===== src/rtl/wake_pkg.sv =====
package wake_pkg;
  localparam int NUM_PHY = 2;
  localparam int REG_W   = 32;
  localparam int ADDR_W  = 2;

  localparam logic [ADDR_W-1:0] A_PMC  = 2'd0;
  localparam logic [ADDR_W-1:0] A_MACW = 2'd1;
  localparam logic [ADDR_W-1:0] A_ISTS = 2'd2;
  localparam logic [ADDR_W-1:0] A_IEN  = 2'd3;

  // power control word
  localparam int B_PIN_EN     = 1;
  localparam int B_PIN_POL    = 2;
  localparam int B_PULSE_MODE = 3;
  localparam int B_WOL_STS    = 5;
  localparam int B_PIN_OD     = 6;
  localparam int B_WOL_EN     = 9;
  localparam int B_ED_EN0     = 14;
  localparam int B_ED_STS0    = 16;
  // MAC wake word
  localparam int B_MAGIC_EN   = 1;
  localparam int B_FRAME_EN   = 2;
  localparam int B_MAGIC_RX   = 5;
  localparam int B_FRAME_RX   = 6;
  // interrupt words
  localparam int B_PME_INT    = 17;
  localparam int B_IRQ_EN     = 8;

  typedef struct packed {
    logic               pin_en;
    logic               pin_pol;
    logic               pulse_mode;
    logic               pin_od;
    logic               wol_en;
    logic [NUM_PHY-1:0] ed_en;
    logic               magic_en;
    logic               frame_en;
    logic               pme_int_en;
    logic               irq_en;
  } cfg_t;
endpackage


===== src/rtl/wake_sticky.sv =====
module wake_sticky #(
  parameter int N = 1
) (
  input  logic         clk,
  input  logic         rst,
  input  logic [N-1:0] set,
  input  logic [N-1:0] clr,
  output logic [N-1:0] sts
);
  for (genvar i = 0; i < N; i++) begin : g_bit
    always_ff @(posedge clk) begin
      if (rst) sts[i] <= 1'b0;
      else     sts[i] <= (sts[i] & ~clr[i]) | set[i];
    end
  end
endmodule


===== src/rtl/wake_pulse.sv =====
module wake_pulse #(
  parameter int PULSE_CYCLES = 10_000_000,
  localparam int CNT_W = $clog2(PULSE_CYCLES + 1)
) (
  input  logic             clk,
  input  logic             rst,
  input  logic             trig,
  output logic             busy,
  output logic [CNT_W-1:0] cnt
);
  always_ff @(posedge clk) begin
    if (rst)             cnt <= '0;
    else if (cnt != '0)  cnt <= cnt - 1'b1;
    else if (trig)       cnt <= CNT_W'(PULSE_CYCLES);
  end
  assign busy = (cnt != '0);
endmodule


===== src/rtl/wake_pin_drv.sv =====
module wake_pin_drv (
  input  logic clk,
  input  logic rst,
  input  logic active,
  input  logic pol,
  input  logic od,
  output logic pme_out,
  output logic pme_oe
);
  always_ff @(posedge clk) begin
    if (rst) begin
      pme_out <= 1'b1;
      pme_oe  <= 1'b1;
    end else begin
      pme_out <= pol ? active : ~active;
      pme_oe  <= od ? active : 1'b1;
    end
  end
endmodule


===== src/rtl/wake_event_gen.sv =====
module wake_event_gen
  import wake_pkg::*;
#(
  parameter int PULSE_CYCLES = 10_000_000,
  localparam int CNT_W = $clog2(PULSE_CYCLES + 1)
) (
  input  logic               clk,
  input  logic               rst,
  input  logic               reg_wr_en,
  input  logic [ADDR_W-1:0]  reg_addr,
  input  logic [REG_W-1:0]   reg_wdata,
  output logic [REG_W-1:0]   reg_rdata,
  input  logic [NUM_PHY-1:0] phy_energy_on,
  input  logic [NUM_PHY-1:0] phy_energy_mask,
  input  logic               mac_wake_frame,
  input  logic               mac_magic_pkt,
  input  logic               other_irq,
  output logic               pme_out,
  output logic               pme_oe,
  output logic               irq
);
  cfg_t cfg;
  logic wr_pmc, wr_macw, wr_ists, wr_ien;
  logic [NUM_PHY-1:0] ed_set, ed_clr, ed_sts;
  logic wol_set, wol_clr, wol_sts;
  logic pint_set, pint_clr, pint_sts;
  logic pme_cond, new_evt, pulse_trig, pulse_busy, pin_active;
  logic [CNT_W-1:0] pulse_cnt;
  logic unused_wdata;

  assign wr_pmc  = reg_wr_en && (reg_addr == A_PMC);
  assign wr_macw = reg_wr_en && (reg_addr == A_MACW);
  assign wr_ists = reg_wr_en && (reg_addr == A_ISTS);
  assign wr_ien  = reg_wr_en && (reg_addr == A_IEN);
  assign unused_wdata = ^reg_wdata;

  always_ff @(posedge clk) begin
    if (rst) begin
      cfg <= '0;
    end else begin
      if (wr_pmc) begin
        cfg.pin_en     <= reg_wdata[B_PIN_EN];
        cfg.pin_pol    <= reg_wdata[B_PIN_POL];
        cfg.pulse_mode <= reg_wdata[B_PULSE_MODE];
        cfg.pin_od     <= reg_wdata[B_PIN_OD];
        cfg.wol_en     <= reg_wdata[B_WOL_EN];
        cfg.ed_en      <= reg_wdata[B_ED_EN0 +: NUM_PHY];
      end
      if (wr_macw) begin
        cfg.magic_en <= reg_wdata[B_MAGIC_EN];
        cfg.frame_en <= reg_wdata[B_FRAME_EN];
      end
      if (wr_ien) begin
        cfg.pme_int_en <= reg_wdata[B_PME_INT];
        cfg.irq_en     <= reg_wdata[B_IRQ_EN];
      end
    end
  end

  // event qualification
  for (genvar i = 0; i < NUM_PHY; i++) begin : g_phy
    assign ed_set[i] = cfg.ed_en[i] & phy_energy_on[i] & phy_energy_mask[i];
    assign ed_clr[i] = wr_pmc & reg_wdata[B_ED_STS0 + i];
  end
  assign wol_set = cfg.wol_en & ((mac_wake_frame & cfg.frame_en) |
                                 (mac_magic_pkt  & cfg.magic_en));
  assign wol_clr = wr_pmc & reg_wdata[B_WOL_STS];

  wake_sticky #(.N(NUM_PHY)) u_ed_sts (
    .clk(clk), .rst(rst), .set(ed_set), .clr(ed_clr), .sts(ed_sts));
  wake_sticky #(.N(1)) u_wol_sts (
    .clk(clk), .rst(rst), .set(wol_set), .clr(wol_clr), .sts(wol_sts));

  assign pme_cond = (|ed_sts) | wol_sts;
  assign new_evt  = (|(ed_set & ~ed_sts)) | (wol_set & ~wol_sts);

  // pulse / level selection
  assign pulse_trig = cfg.pin_en & cfg.pulse_mode & new_evt;

  wake_pulse #(.PULSE_CYCLES(PULSE_CYCLES)) u_pulse (
    .clk(clk), .rst(rst), .trig(pulse_trig), .busy(pulse_busy), .cnt(pulse_cnt));

  assign pin_active = cfg.pin_en & (cfg.pulse_mode ? pulse_busy : pme_cond);

  wake_pin_drv u_drv (
    .clk(clk), .rst(rst), .active(pin_active), .pol(cfg.pin_pol),
    .od(cfg.pin_od), .pme_out(pme_out), .pme_oe(pme_oe));

  // interrupt path
  assign pint_set = pme_cond;
  assign pint_clr = wr_ists & reg_wdata[B_PME_INT];

  wake_sticky #(.N(1)) u_pint_sts (
    .clk(clk), .rst(rst), .set(pint_set), .clr(pint_clr), .sts(pint_sts));

  always_ff @(posedge clk) begin
    if (rst) irq <= 1'b0;
    else     irq <= (pint_sts & cfg.pme_int_en & cfg.irq_en) | other_irq;
  end

  // read port
  always_ff @(posedge clk) begin
    if (rst) begin
      reg_rdata <= '0;
    end else begin
      reg_rdata <= '0;
      unique case (reg_addr)
        A_PMC: begin
          reg_rdata[B_PIN_EN]                 <= cfg.pin_en;
          reg_rdata[B_PIN_POL]                <= cfg.pin_pol;
          reg_rdata[B_PULSE_MODE]             <= cfg.pulse_mode;
          reg_rdata[B_WOL_STS]                <= wol_sts;
          reg_rdata[B_PIN_OD]                 <= cfg.pin_od;
          reg_rdata[B_WOL_EN]                 <= cfg.wol_en;
          reg_rdata[B_ED_EN0 +: NUM_PHY]      <= cfg.ed_en;
          reg_rdata[B_ED_STS0 +: NUM_PHY]     <= ed_sts;
        end
        A_MACW: begin
          reg_rdata[B_MAGIC_EN] <= cfg.magic_en;
          reg_rdata[B_FRAME_EN] <= cfg.frame_en;
          reg_rdata[B_MAGIC_RX] <= mac_magic_pkt;
          reg_rdata[B_FRAME_RX] <= mac_wake_frame;
        end
        A_ISTS: reg_rdata[B_PME_INT] <= pint_sts;
        A_IEN: begin
          reg_rdata[B_PME_INT] <= cfg.pme_int_en;
          reg_rdata[B_IRQ_EN]  <= cfg.irq_en;
        end
        default: reg_rdata <= '0;
      endcase
    end
  end
endmodule


===== config.mk =====
export PLATFORM = sky130hd
export DESIGN_NAME = wake_event_gen
export DESIGN_NICKNAME = d
export VERILOG_FILES = /design/src/rtl/wake_pkg.sv /design/src/rtl/wake_sticky.sv /design/src/rtl/wake_pulse.sv /design/src/rtl/wake_pin_drv.sv /design/src/rtl/wake_event_gen.sv
export SDC_FILE = /design/constraint.sdc
export NUM_CORES = 1
export LEC_CHECK = 0
export BUFFER_PORTS_ARGS = -buffer_cell sky130_fd_sc_hd__buf_2
export CAP_MARGIN = 20
export CORE_MARGIN = 10
export CORE_UTILIZATION = 46
export DETAILED_ROUTE_END_ITERATION = 10
export PLACE_DENSITY = 0.8
export SLEW_MARGIN = 25
export SYNTH_ARGS = -nofsm -noshare
export SYNTH_HDL_FRONTEND = slang
export SYNTH_SLANG_ARGS = --single-unit

===== constraint.sdc =====
create_clock -name clk -period 1.9 [get_ports clk]
set_input_delay 0.57 -clock clk [delete_from_list [all_inputs] [get_ports clk]]
set_output_delay 0.57 -clock clk [all_outputs]
set_load 0.005 [all_outputs]

After elaboration in Yosys (flattened, before gate mapping). Index checks and enable logic that the tools add are counted.

Flip-flop bits (word level): 74. Bits of input ports: 44. Logic and storage cells: 85.

Add/sub/neg operators: 1. Equality and inequality tests: 3. Multiplexer cells: 7. Bitwise logic cells: 40. Reductions and logical operators: 12.

Operators by type and width (count): 24-bit 2-to-1 mux (2); 24-bit nonzero test (1); 24-bit by 1-bit subtractor with 24-bit output, second input constant (1); 1-bit AND (21); 2-bit OR reduction (5); 1-bit NOT (9); 1-bit bitwise OR (8); 2-bit one-hot mux with 2 select lines (2); 2-bit == test, second input constant (2); 1-bit logical AND (4); 1-bit one-hot mux with 3 select lines (1); 2-bit AND (1); 2-bit by 1-bit == test with 1-bit output, second input constant (1); 2-bit zero test (1); 1-bit 2-to-1 mux (2); 2-bit NOT (1); 2-bit nonzero test (1).

Depth between registers and ports, before layout.
Depth in word-level cells: 8. Depth in mapped cells: 8. Depth with buffers taken out: 7.

By module. A second synthesis with hierarchy kept.

Cell total of the unflattened synthesis: 280. Area total of the unflattened synthesis: 2640.0 um2.

Modules (own cells, without submodules): wake_pulse (times used 1, cells each 146, area each 1317.5 um2, seq. area each 480.5 um2); wake_event_gen (times used 1, cells each 112, area each 1112.3 um2, seq. area each 460.4 um2); wake_sticky (u_pint_sts ...) (times used 2, cells each 4, area each 38.8 um2, seq. area each 20.0 um2); wake_sticky (u_ed_sts) (times used 1, cells each 8, area each 70.1 um2, seq. area each 40.0 um2); wake_pin_drv (times used 1, cells each 6, area each 62.6 um2, seq. area each 40.0 um2).

Least setup slack after synthesis. OpenSTA, ideal clock, no wires.

Path type: register to register. Start: register u_pulse.cnt[0]. End: register u_pulse.cnt[20]. Library setup time: 0.079 ns. Arrival: 1.932 ns. Setup slack: -0.111 ns. Stages on the path, launching flop included: 8. Clock period less this slack: 2.011 ns. Cells stage by stage: dfxtp_1 -> inv_1 -> ha_1 -> nor4b_2 -> nand3_1 -> or4_1 -> mux2_4 -> a211oi_2.

Cells in the longest elaborated chain, start to end: 2.

RTL lines: from (decl) (line wake_pulse.sv:9) `output logic [CNT_W-1:0] cnt`; from (signal assigned) (line wake_pulse.sv:13) `else if (cnt != '0) cnt <= cnt - 1'b1;`; from (signal assigned) (line wake_pulse.sv:14) `else if (trig) cnt <= CNT_W'(PULSE_CYCLES);`; 24-bit by 1-bit subtractor with 24-bit output / 24-bit nonzero test (equally long branches) (line wake_pulse.sv:13); 24-bit 2-to-1 mux / 2-bit nonzero test (equally long branches).

Parallel ways exist; a longest one is shown, timed or not. A chain may end at the register's enable or synchronous reset.

Worst setup path in the final report.
Start: register u_pulse.cnt[0]. End: register u_drv.pme_oe.

Cells in the longest elaborated chain, start to end: 3.

RTL lines: 24-bit nonzero test (line wake_pulse.sv:16) `assign busy = (cnt != '0);`; 1-bit 2-to-1 mux (line wake_event_gen.sv:83) `assign pin_active = cfg.pin_en & (cfg.pulse_mode ? pulse_busy : pme_cond);`; 1-bit AND (line wake_event_gen.sv:83); to (signal assigned) (line wake_pin_drv.sv:16) `pme_oe <= od ? active : 1'b1;`; to (decl) (line wake_pin_drv.sv:8) `output logic pme_oe`.

Every way passes these cells.

==> out/summary.txt <==
Fraction of layout cells with a size suffix above 1 - 35.9%
# DRC - 0
CP cell instances - inv_2 -> ha_1 -> or4b_4 -> nor4_4 -> buf_4 -> a31oi_4 -> or3b_1
Psw - 2390 uW
Total chip power - 5800 uW
Htree depth - 2
Die Wd - 95.2 um
Hold-fix buffers, CTS - 0
Worst Setup SP - u_pulse.cnt[0]
Vias in the first global route - 2233
First-pass GRT wire length - 10600 um
Static Leakage - 0.00142 uW
Fmax - 505 MHz
Placed Cells incl. Taps - 416
Gate count after technology mapping - 276
Max Buffers Root-to-Sink - 2
Worst min-delay path class - in -> reg
Relative slew slack - 64.5%
Peak supply drop - 0.987 mV
Crit path max fanout - 3
Final worst slack - -0.0785 ns
Post-Route WL - 6390 um
Final cell count without fillers - 426
Fillers - 468
Netlist cell types - 59
Post-Syn Area - 0.00260 mm2
Area growth from synthesis to layout - 26.0%
Crit Path Class - reg -> reg
Power density over the cells - 1770 mW/mm2
Most common cell after layout, fill and taps aside - dfxtp_1
IO buf count - 36
GRT Util Overall - 14.5%
CP endpoint kind - flop
Unrepaired setup endpoints after global routing - true
GR peak layer - met2
Final worst clock skew - 0.00940 ns
Wirelength per Cell - 15.0 um
Syn avg cell area - 9.43 um2
CTS tree - built
Initial Util - 47.3%
I/O pin cnt - 79
Drt pass-1 iters - 4
GR Overflow Total - 0
Max cap viols - 0
TritonCTS Buffers - 5
Die Footprint - 0.00907 mm2
Highest-count cells in the layout ignoring fill and taps - 51 x dfxtp_1, 47 x buf_4, 36 x buf_2
Dpl hpwl - 4790 um
Final Max Tran Viols - 0
Placer Congestion - 0.869
Clock sink count - 53
Outcome - finished with violations
Clock Latency Late Sink - 0.32 ns
M1 GR Usage - 17.7%
Total vias in the final route - 2288
Register area share after synthesis - 40.7%
Pin count of the biggest net entering global routing - 28
Startpoint types - flop
Number of synthesis warnings - 0
Fin util - 59.6%
Die H - 95.2 um
Hold Path Origin - other_irq
Standard-cell row count - 27
WP data arrival - 2.19 ns
Starting DRT DRC Count - 114
Final Cycle Share - 104%
Req. time, crit path - 2.11 ns
Max incr delay on CP - 0.50 ns
Fin crit period - 1.98 ns
Clock power share - 10.9%
Antenna-violating nets left - 0
Main flop type after synthesis - dfxtp_1
Failing checks - setup timing
Sequential share of power - 28.0%
Sw frac - 41.1%
Comb power frac - 61.1%
Fin. Hold Viols - 0
CORE AREA - 0.00551 mm2
M3 GR Usage - 2.44%
Setup violators final - 7
CP max stage cell - or4b_4
FFs w/ async S/R, synth - 0%
Ant diodes - 0
Yosys reg bits - 53
GR Util met2 - 24.8%
Reg2Reg Launch Point - u_pulse.cnt[0]
Nets - 400
CTS Root Cell - clkbuf_8
Number of flops mapped to enable cells by yosys - 0
Slew at the pin with the worst max-slew slack - 0.526 ns
Drt via density - 5.37
Pint - 3420 uW
Clk slew on worst S/H paths - 0.09 ns
Initial antenna violation count - 0
[critical path: cells and delay by family (launching register included)]
family | cells | cell delay (ns)
compound gates | 1 | 0.09
fa+ha+maj | 1 | 0.14
buf+inv | 2 | 0.24
flops | 1 | 0.33
simple gates | 3 | 1.08
[repair_timing]
action                                  CTS  global route
endpoints found under the setup margin   16            24
setup buffers                             3             0
pin swaps                                 4             2
gates resized for setup                  13             8
[stage by stage]
step	TNS, ns	area [um2]	hold WS (ns)	worst slack [ns]
5_1_grt	-2.01	3280	0.464	-0.161
3_3_place_gp	-0.276	3100	0.476	-0.0566
3_5_place_dp	-0.763	3100	0.486	-0.114
2_1_floorplan	-0.00163	2690	0.452	-0.00163
4_1_cts	-0.365	3250	0.456	-0.0858
6_report	-0.300	3280	0.457	-0.0785
[final timing paths]
| check | end | slack, ns | depth (start not counted) |
|---|---|---|---|
| min reg2reg | reg_rdata[15] | 0.51 | 1 |
| min | irq | 0.46 | 3 |
| max reg2reg | u_drv.pme_oe | -0.08 | 7 |
| max | u_drv.pme_oe | -0.08 | 7 |
[sequential cells by signal, indices dropped and copies added, names as in the netlist]
name / cells
cfg: 11
irq: 1
reg_rdata: 11
u_drv.pme_oe: 1
u_drv.pme_out: 1
u_ed_sts.sts: 2
u_pint_sts.sts: 1
u_pulse.cnt: 24
u_wol_sts.sts: 1
[power by group through the flow]
stage          Combinational [uW]  Clock, uW  Sequential [uW]
6_report                     3540        634             1630
5_1_grt                      3860        688             1670
4_1_cts                      3460        647             1600
3_5_place_dp                 3220          0             1620
3_3_place_gp                 3130          0             1600
2_1_floorplan                1990          0             1630
[cell families after synthesis]
group	after synthesis	share of synthesized area, %
buffers and inverters	39	9.13
multiplexers	20	7.98
adder cells (fa/ha/maj)	2	0.961
XOR/XNOR	10	3.36
other	1	0.144
flip-flops	53	40.7
AO/OA/AOI/OAI	43	13.0
AND/OR/NAND/NOR	108	24.7
[layout make-up]
class | count | area [um2] | share of cell area [%]
flip-flops and latches | 53 | 1060 | 32.4
well taps | 72 | 90.1 | 2.74
clock inverters | 2 | 16.3 | 0.496
multi-input cells | 204 | 1460 | 44.5
inverters | 5 | 18.8 | 0.572
repair buffers | 85 | 564 | 17.2
clock buffers | 5 | 68.8 | 2.10
[synth_stat cells, types with 3 or more instances]
master	instances	area (um2)
a2111oi_0	4	35.0
buf_1	5	18.8
o31a_1	3	26.3
and2_1	5	31.3
xor2_1	3	26.3
nand3_1	9	45.0
mux2i_1	17	170
a211oi_1	5	37.5
nand2b_1	3	18.8
a21oi_1	11	55.1
nor2_1	32	120
nand2_1	12	45.0
nor3_1	11	55.1
buf_2	4	20.0
xnor2_1	7	61.3
nor4_1	4	25.0
and3_1	3	18.8
buf_4	21	158
inv_1	5	18.8
clkbuf_1	3	11.3
dfxtp_1	53	1060
nand4_1	4	25.0
a41oi_1	3	26.3
[per-layer routing]
| metal | vias up | wire [um] |
|---|---|---|
| met5 | - | 0 |
| met4 | 0 | 106 |
| met3 | 8 | 320 |
| met2 | 65 | 3210 |
| met1 | 1096 | 2750 |
| li1 | 1119 | - |
Note: power is estimated with default switching activity, not from simulation.
